## src/rtl/tae_pkg.sv

```systemverilog
package tae_pkg;
    localparam int TEMP_W   = 13;
    localparam int DATA_W   = 16;
    localparam int ADDR_W   = 3;
    localparam int LIM_LSB  = 2;
    localparam int NUM_LIM  = 3;
    localparam int FLAG_W   = DATA_W - TEMP_W;
    localparam int CLR_BIT  = 5;

    localparam int LIM_HIGH = 0;
    localparam int LIM_LOW  = 1;
    localparam int LIM_CRIT = 2;

    typedef logic signed [TEMP_W-1:0] temp_t;
    typedef logic [TEMP_W-1:LIM_LSB]  lim_f_t;

    typedef struct packed {
        logic shdn;
        logic crit_only;
        logic pol_hi;
        logic intr_mode;
        logic alarm_en;
    } cfg_t;

    localparam int CFG_W = $bits(cfg_t);

    typedef struct packed {
        logic above_crit;
        logic above_high;
        logic below_low;
    } trip_t;

    typedef enum logic [ADDR_W-1:0] {
        A_CFG  = 3'd0,
        A_HIGH = 3'd1,
        A_LOW  = 3'd2,
        A_CRIT = 3'd3,
        A_DATA = 3'd4
    } addr_e;

    function automatic temp_t align_limit(input lim_f_t f);
        return $signed({f, {LIM_LSB{1'b0}}});
    endfunction

    function automatic logic [DATA_W-1:0] limit_readback(input lim_f_t f);
        return {{FLAG_W{1'b0}}, f, {LIM_LSB{1'b0}}};
    endfunction
endpackage

```

## src/rtl/tae_regs.sv

```systemverilog
module tae_regs
    import tae_pkg::*;
(
    input  logic              clk,
    input  logic              rst,
    input  logic              wr,
    input  logic [ADDR_W-1:0] addr,
    input  logic [DATA_W-1:0] wdata,
    output cfg_t              cfg,
    output lim_f_t            lim [NUM_LIM],
    output logic              clr_pulse
);
    logic cfg_sel;
    logic unused_wbits;

    assign cfg_sel      = wr && (addr == A_CFG);
    assign clr_pulse    = cfg_sel && wdata[CLR_BIT];
    assign unused_wbits = ^wdata[DATA_W-1:TEMP_W];

    always_ff @(posedge clk) begin
        if (rst)
            cfg <= '0;
        else if (cfg_sel)
            cfg <= cfg_t'(wdata[CFG_W-1:0]);
    end

    for (genvar i = 0; i < NUM_LIM; i++) begin : g_lim
        logic sel;
        assign sel = wr && (addr == (ADDR_W'(A_HIGH) + ADDR_W'(i)));
        always_ff @(posedge clk) begin
            if (rst)
                lim[i] <= '0;
            else if (sel)
                lim[i] <= wdata[TEMP_W-1:LIM_LSB];
        end
    end
endmodule

```

## src/rtl/tae_cmp.sv

```systemverilog
module tae_cmp
    import tae_pkg::*;
(
    input  temp_t  temp,
    input  lim_f_t lim [NUM_LIM],
    output trip_t  trip
);
    logic [NUM_LIM-1:0] hit;

    for (genvar i = 0; i < NUM_LIM; i++) begin : g_cmp
        temp_t thr;
        assign thr = align_limit(lim[i]);
        if (i == LIM_LOW) begin : g_below
            assign hit[i] = temp < thr;
        end else begin : g_above
            assign hit[i] = temp > thr;
        end
    end

    assign trip = '{above_crit: hit[LIM_CRIT],
                    above_high: hit[LIM_HIGH],
                    below_low:  hit[LIM_LOW]};
endmodule

```

## src/rtl/tae_alarm.sv

```systemverilog
module tae_alarm
    import tae_pkg::*;
(
    input  logic  clk,
    input  logic  rst,
    input  cfg_t  cfg,
    input  trip_t trip,
    input  logic  clr,
    output logic  alarm_pin
);
    logic cond;
    logic cond_q;
    logic latched;
    logic active;

    assign cond = cfg.crit_only ? trip.above_crit : (|trip);

    always_ff @(posedge clk) begin
        if (rst) begin
            cond_q  <= 1'b0;
            latched <= 1'b0;
        end else begin
            cond_q <= cond;
            if (!(cfg.alarm_en && cfg.intr_mode))
                latched <= 1'b0;
            else if (cond && !cond_q)
                latched <= 1'b1;
            else if (clr)
                latched <= 1'b0;
        end
    end

    assign active    = cfg.intr_mode ? latched : cond;
    assign alarm_pin = (cfg.alarm_en && active) ? cfg.pol_hi : !cfg.pol_hi;
endmodule

```

## src/rtl/temp_alarm_unit.sv

```systemverilog
module temp_alarm_unit
    import tae_pkg::*;
(
    input  logic              clk,
    input  logic              rst,
    input  logic              smp_vld,
    input  logic [TEMP_W-1:0] smp_temp,
    input  logic              reg_wr,
    input  logic [ADDR_W-1:0] reg_addr,
    input  logic [DATA_W-1:0] reg_wdata,
    output logic [DATA_W-1:0] reg_rdata,
    output logic [DATA_W-1:0] data_reg,
    output logic              alarm_pin
);
    cfg_t   cfg_q;
    lim_f_t lim_q [NUM_LIM];
    logic   clr_pulse;
    temp_t  temp_q;
    trip_t  trip;

    tae_regs i_regs (
        .clk       (clk),
        .rst       (rst),
        .wr        (reg_wr),
        .addr      (reg_addr),
        .wdata     (reg_wdata),
        .cfg       (cfg_q),
        .lim       (lim_q),
        .clr_pulse (clr_pulse)
    );

    always_ff @(posedge clk) begin
        if (rst)
            temp_q <= '0;
        else if (smp_vld && !cfg_q.shdn)
            temp_q <= smp_temp;
    end

    tae_cmp i_cmp (
        .temp (temp_q),
        .lim  (lim_q),
        .trip (trip)
    );

    tae_alarm i_alarm (
        .clk       (clk),
        .rst       (rst),
        .cfg       (cfg_q),
        .trip      (trip),
        .clr       (clr_pulse),
        .alarm_pin (alarm_pin)
    );

    assign data_reg = {trip, temp_q};

    always_comb begin
        case (reg_addr)
            A_CFG:   reg_rdata = {{(DATA_W-CFG_W){1'b0}}, cfg_q};
            A_HIGH:  reg_rdata = limit_readback(lim_q[LIM_HIGH]);
            A_LOW:   reg_rdata = limit_readback(lim_q[LIM_LOW]);
            A_CRIT:  reg_rdata = limit_readback(lim_q[LIM_CRIT]);
            A_DATA:  reg_rdata = data_reg;
            default: reg_rdata = '0;
        endcase
    end
endmodule

```

## config.mk

```make
export PLATFORM = sky130hd
export DESIGN_NAME = temp_alarm_unit
export DESIGN_NICKNAME = d
export VERILOG_FILES = /design/src/rtl/tae_pkg.sv /design/src/rtl/tae_regs.sv /design/src/rtl/tae_cmp.sv /design/src/rtl/tae_alarm.sv /design/src/rtl/temp_alarm_unit.sv
export SDC_FILE = /design/constraint.sdc
export NUM_CORES = 1
export LEC_CHECK = 0
export ABC_CLOCK_PERIOD_IN_PS = 3400
export BUFFER_PORTS_ARGS = -buffer_cell sky130_fd_sc_hd__clkbuf_2
export CAP_MARGIN = 10
export CORE_UTILIZATION = 38
export CTS_CLUSTER_SIZE = 10
export DETAILED_ROUTE_END_ITERATION = 10
export MAX_ROUTING_LAYER = met4
export PLACE_DENSITY = 0.69
export SLEW_MARGIN = 20
export SYNTH_ARGS = -nofsm -noshare
export SYNTH_HDL_FRONTEND = slang
export SYNTH_SLANG_ARGS = --single-unit
```

## constraint.sdc

```tcl
create_clock -name clk -period 3.4 [get_ports clk]
set_clock_uncertainty 0.1 [all_clocks]
set_input_delay 0.68 -clock clk [delete_from_list [all_inputs] [get_ports clk]]
set_output_delay 0.68 -clock clk [all_outputs]
set_load 0.005 [all_outputs]
```

==> impl_metrics.ini <==
[grt]
grt_pass1_wl_mm = 14.2
grtUsageMet3_pct = 1.78
overflow = 0
grt_use_total_pct = 21.1
grt_max_degree = 39
met2_usage_pct = 33.6
use_met1_pct = 28.9
grt.busiest_layer = met2
grt_pass1_vias = 2849
antenna_found_initial = 0

[synth]
yosysSeqAreaShare_pct = 33.0
yosys_register_bits = 53
syn_inst = 441
syn_avg_cell_area_sq_um = 7.30
synth_edf_count = 0
yosysUniqueCellTypes = 39
synthFlopType = dfxtp_1
synth_area_sq_mm = 0.00322
ys_async_sr_fraction_pct = 0
yosys_warnings = 0
postSynthNetCount = 509

[setup_path]
critical_path_class = reg2out
crit_arrival_ps = 2480
worst_setup_path_start_kind = register
regToRegSetupSlack_ps = 1280
cp.required_ps = 2620
cp-end-kind = output pin
path_max_fanout = 3

[clock_network]
cts_sinks = 53
cts_tree = yes
clk_pin_slew_ps = 100
clk_path_buf_depth = 2
clock_latency_ps = 310
post-cts-setup-buffers = 0
ctsHoldBuffers = 0
cts_buffers = 5
cts_resized = 0
clock-root-buffer = clkbuf_8
htreeDepth = 2

[finish]
diodes = 0
syn_to_final_growth_pct = 17.3
nFillCells = 822
regArea_sq_mm = 0.00106
drive_above_1_share_pct = 17.8
finalNetCount = 566
multi_input_area_sq_mm = 0.00193
utilization_pct = 46.0

[die]
fp.dieW_um = 94.0
io_pins = 69
die_h_um = 94.0
dieArea_sq_mm = 0.00884
rows = 33
start_util_pct = 39.2
core-area_sq_mm = 0.00822

[pwr]
power_frac_seq_pct = 46.4
power.switching_mw = 0.387
p_total_mw = 1.43
ir_drop_uv = 165
power.share.clock_pct = 35.4
intPower_mw = 1.05
power.density_mw_per_mm2 = 380
cellLeakagePower_nw = 1.54
combPwrFrac_pct = 18.2
switching_share_pct = 27.0

[worst_hold_path]
hold_class = reg2reg

[placement]
dpl.hpwl_mm = 6.68
numPortBuffers = 65
place_congestion = 0.882

[timing]
drv_slew = 0
setup-tns-final_ps = 0
layout_min_cycle_time_ps = 3260
final-hold-violation-count = 0
fmax_mhz = 306
max_slew.worst_pin.slew_ps = 852
setup_viol_count_final = 0
maxSlewHeadroom_pct = 43.1
period_share_pct = 96.0
rsz0062_at_grt = false

[routing]
ant_nets = 0
drt_wl_total_mm = 8.72
drt_iter0_drc = 234
dr.pass1.iters = 7
drc_errors = 0
viasPerCell = 5.20
wl_per_cell_um = 14.4
route.vias.total = 3141

[status]
status = complete, no violations

[job]
cap_violations = 0
flip-flops by register name, indices dropped and copies added, names as in the netlist:
name	count
i_regs.lim	33
i_regs.cfg	5
i_alarm.cond_q	1
temp_q	13
i_alarm.latched	1
layout by cell type, fill, tap and decap left out, types with 2 or more instances in the layout:
| cell type | netlist | final |
|---|---|---|
| and2_1 | 3 | 3 |
| mux2i_1 | 14 | 14 |
| o21ai_0 | 25 | 25 |
| nor2_1 | 18 | 18 |
| nor2b_1 | 6 | 6 |
| buf_4 | 0 | 8 |
| a22oi_1 | 8 | 8 |
| and3_1 | 2 | 2 |
| a21oi_1 | 59 | 59 |
| nand2_1 | 120 | 120 |
| clkbuf_2 | 0 | 65 |
| nand4_1 | 5 | 5 |
| nand2b_1 | 2 | 2 |
| nor3_1 | 6 | 6 |
| dfxtp_1 | 53 | 53 |
| or3_1 | 2 | 2 |
| nor3b_1 | 3 | 3 |
| inv_1 | 36 | 36 |
| clkbuf_8 | 0 | 5 |
| ha_1 | 32 | 32 |
| nand3_1 | 4 | 4 |
| bufinv_16 | 0 | 2 |
| a21o_1 | 2 | 2 |
synthesized netlist by cell type, types with 2 or more instances:
library cell | n | area share [%]
nand2_1 | 120 | 14
a21oi_1 | 59 | 9.2
dfxtp_1 | 53 | 33
inv_1 | 36 | 4.2
ha_1 | 32 | 12
o21ai_0 | 25 | 3.9
clkbuf_1 | 18 | 2.1
nor2_1 | 18 | 2.1
mux2i_1 | 14 | 4.4
a22oi_1 | 8 | 1.9
nor2b_1 | 6 | 1.2
nor3_1 | 6 | 0.93
buf_2 | 5 | 0.78
nand4_1 | 5 | 0.97
nand3_1 | 4 | 0.62
and2_1 | 3 | 0.58
nor3b_1 | 3 | 0.70
a21o_1 | 2 | 0.47
and3_1 | 2 | 0.39
nand2b_1 | 2 | 0.39
or3_1 | 2 | 0.39
metal layers:
layer	wire, um	up-vias
li1	-	1593
met1	4200	1466
met2	4080	70
met3	335	12
met4	105	0
met5	0	-
final timing paths:
check,startpoint,to,cells past startpoint
max,i_regs.lim[13],alarm_pin,9
min,i_regs.lim[17],i_regs.lim[17],2
max reg2reg,i_regs.lim[13],i_alarm.latched,8
min reg2reg,i_regs.lim[17],i_regs.lim[17],2
critical path, cell delays in order (launching register included):
cell	delay (ps)
dfxtp_1	380
inv_1	60
ha_1	270
o21a_1	110
o2111ai_1	100
or3_1	370
a31oi_2	290
o221a_4	260
mux2i_1	190
clkbuf_2	130
power by group through the flow:
stage	sequential [mW]	combinational (mW)	clock, mW
6_report	0.666	0.261	0.508
4_1_cts	0.666	0.262	0.513
5_1_grt	0.670	0.293	0.538
3_3_place_gp	0.679	0.254	0
2_1_floorplan	0.672	0.167	0
3_5_place_dp	0.680	0.261	0
logic make-up after synthesis:
group	count (synthesis)	share of synthesized area, %
mux	14	4.35
simple gates	179	24.5
compound gates	104	18.7
flops	53	33.0
buf+inv	59	7.07
fa+ha+maj	32	12.4
metrics by stage:
step | instance area (sq um) | setup slack (ps) | instances | hold slack (ps)
after floorplan | 3220 | 817 | 441 | 336
after global placement | 3640 | 492 | 596 | 344
after detailed placement | 3640 | 490 | 596 | 349
after CTS | 3780 | 132 | 604 | 363
after global routing | 3780 | 6.39 | 604 | 385
final | 3780 | 137 | 604 | 359
layout make-up:
| class | count | area share, % |
|---|---|---|
| Inverter | 36 | 3.58 |
| Tap cell | 105 | 3.48 |
| Timing Repair Buffer | 73 | 10.2 |
| Sequential cell | 53 | 28.1 |
| Clock buffer | 5 | 1.82 |
| Clock inverter | 3 | 1.72 |
| Multi-Input combinational cell | 329 | 51.1 |
Power figures use the tool's default switching activity.
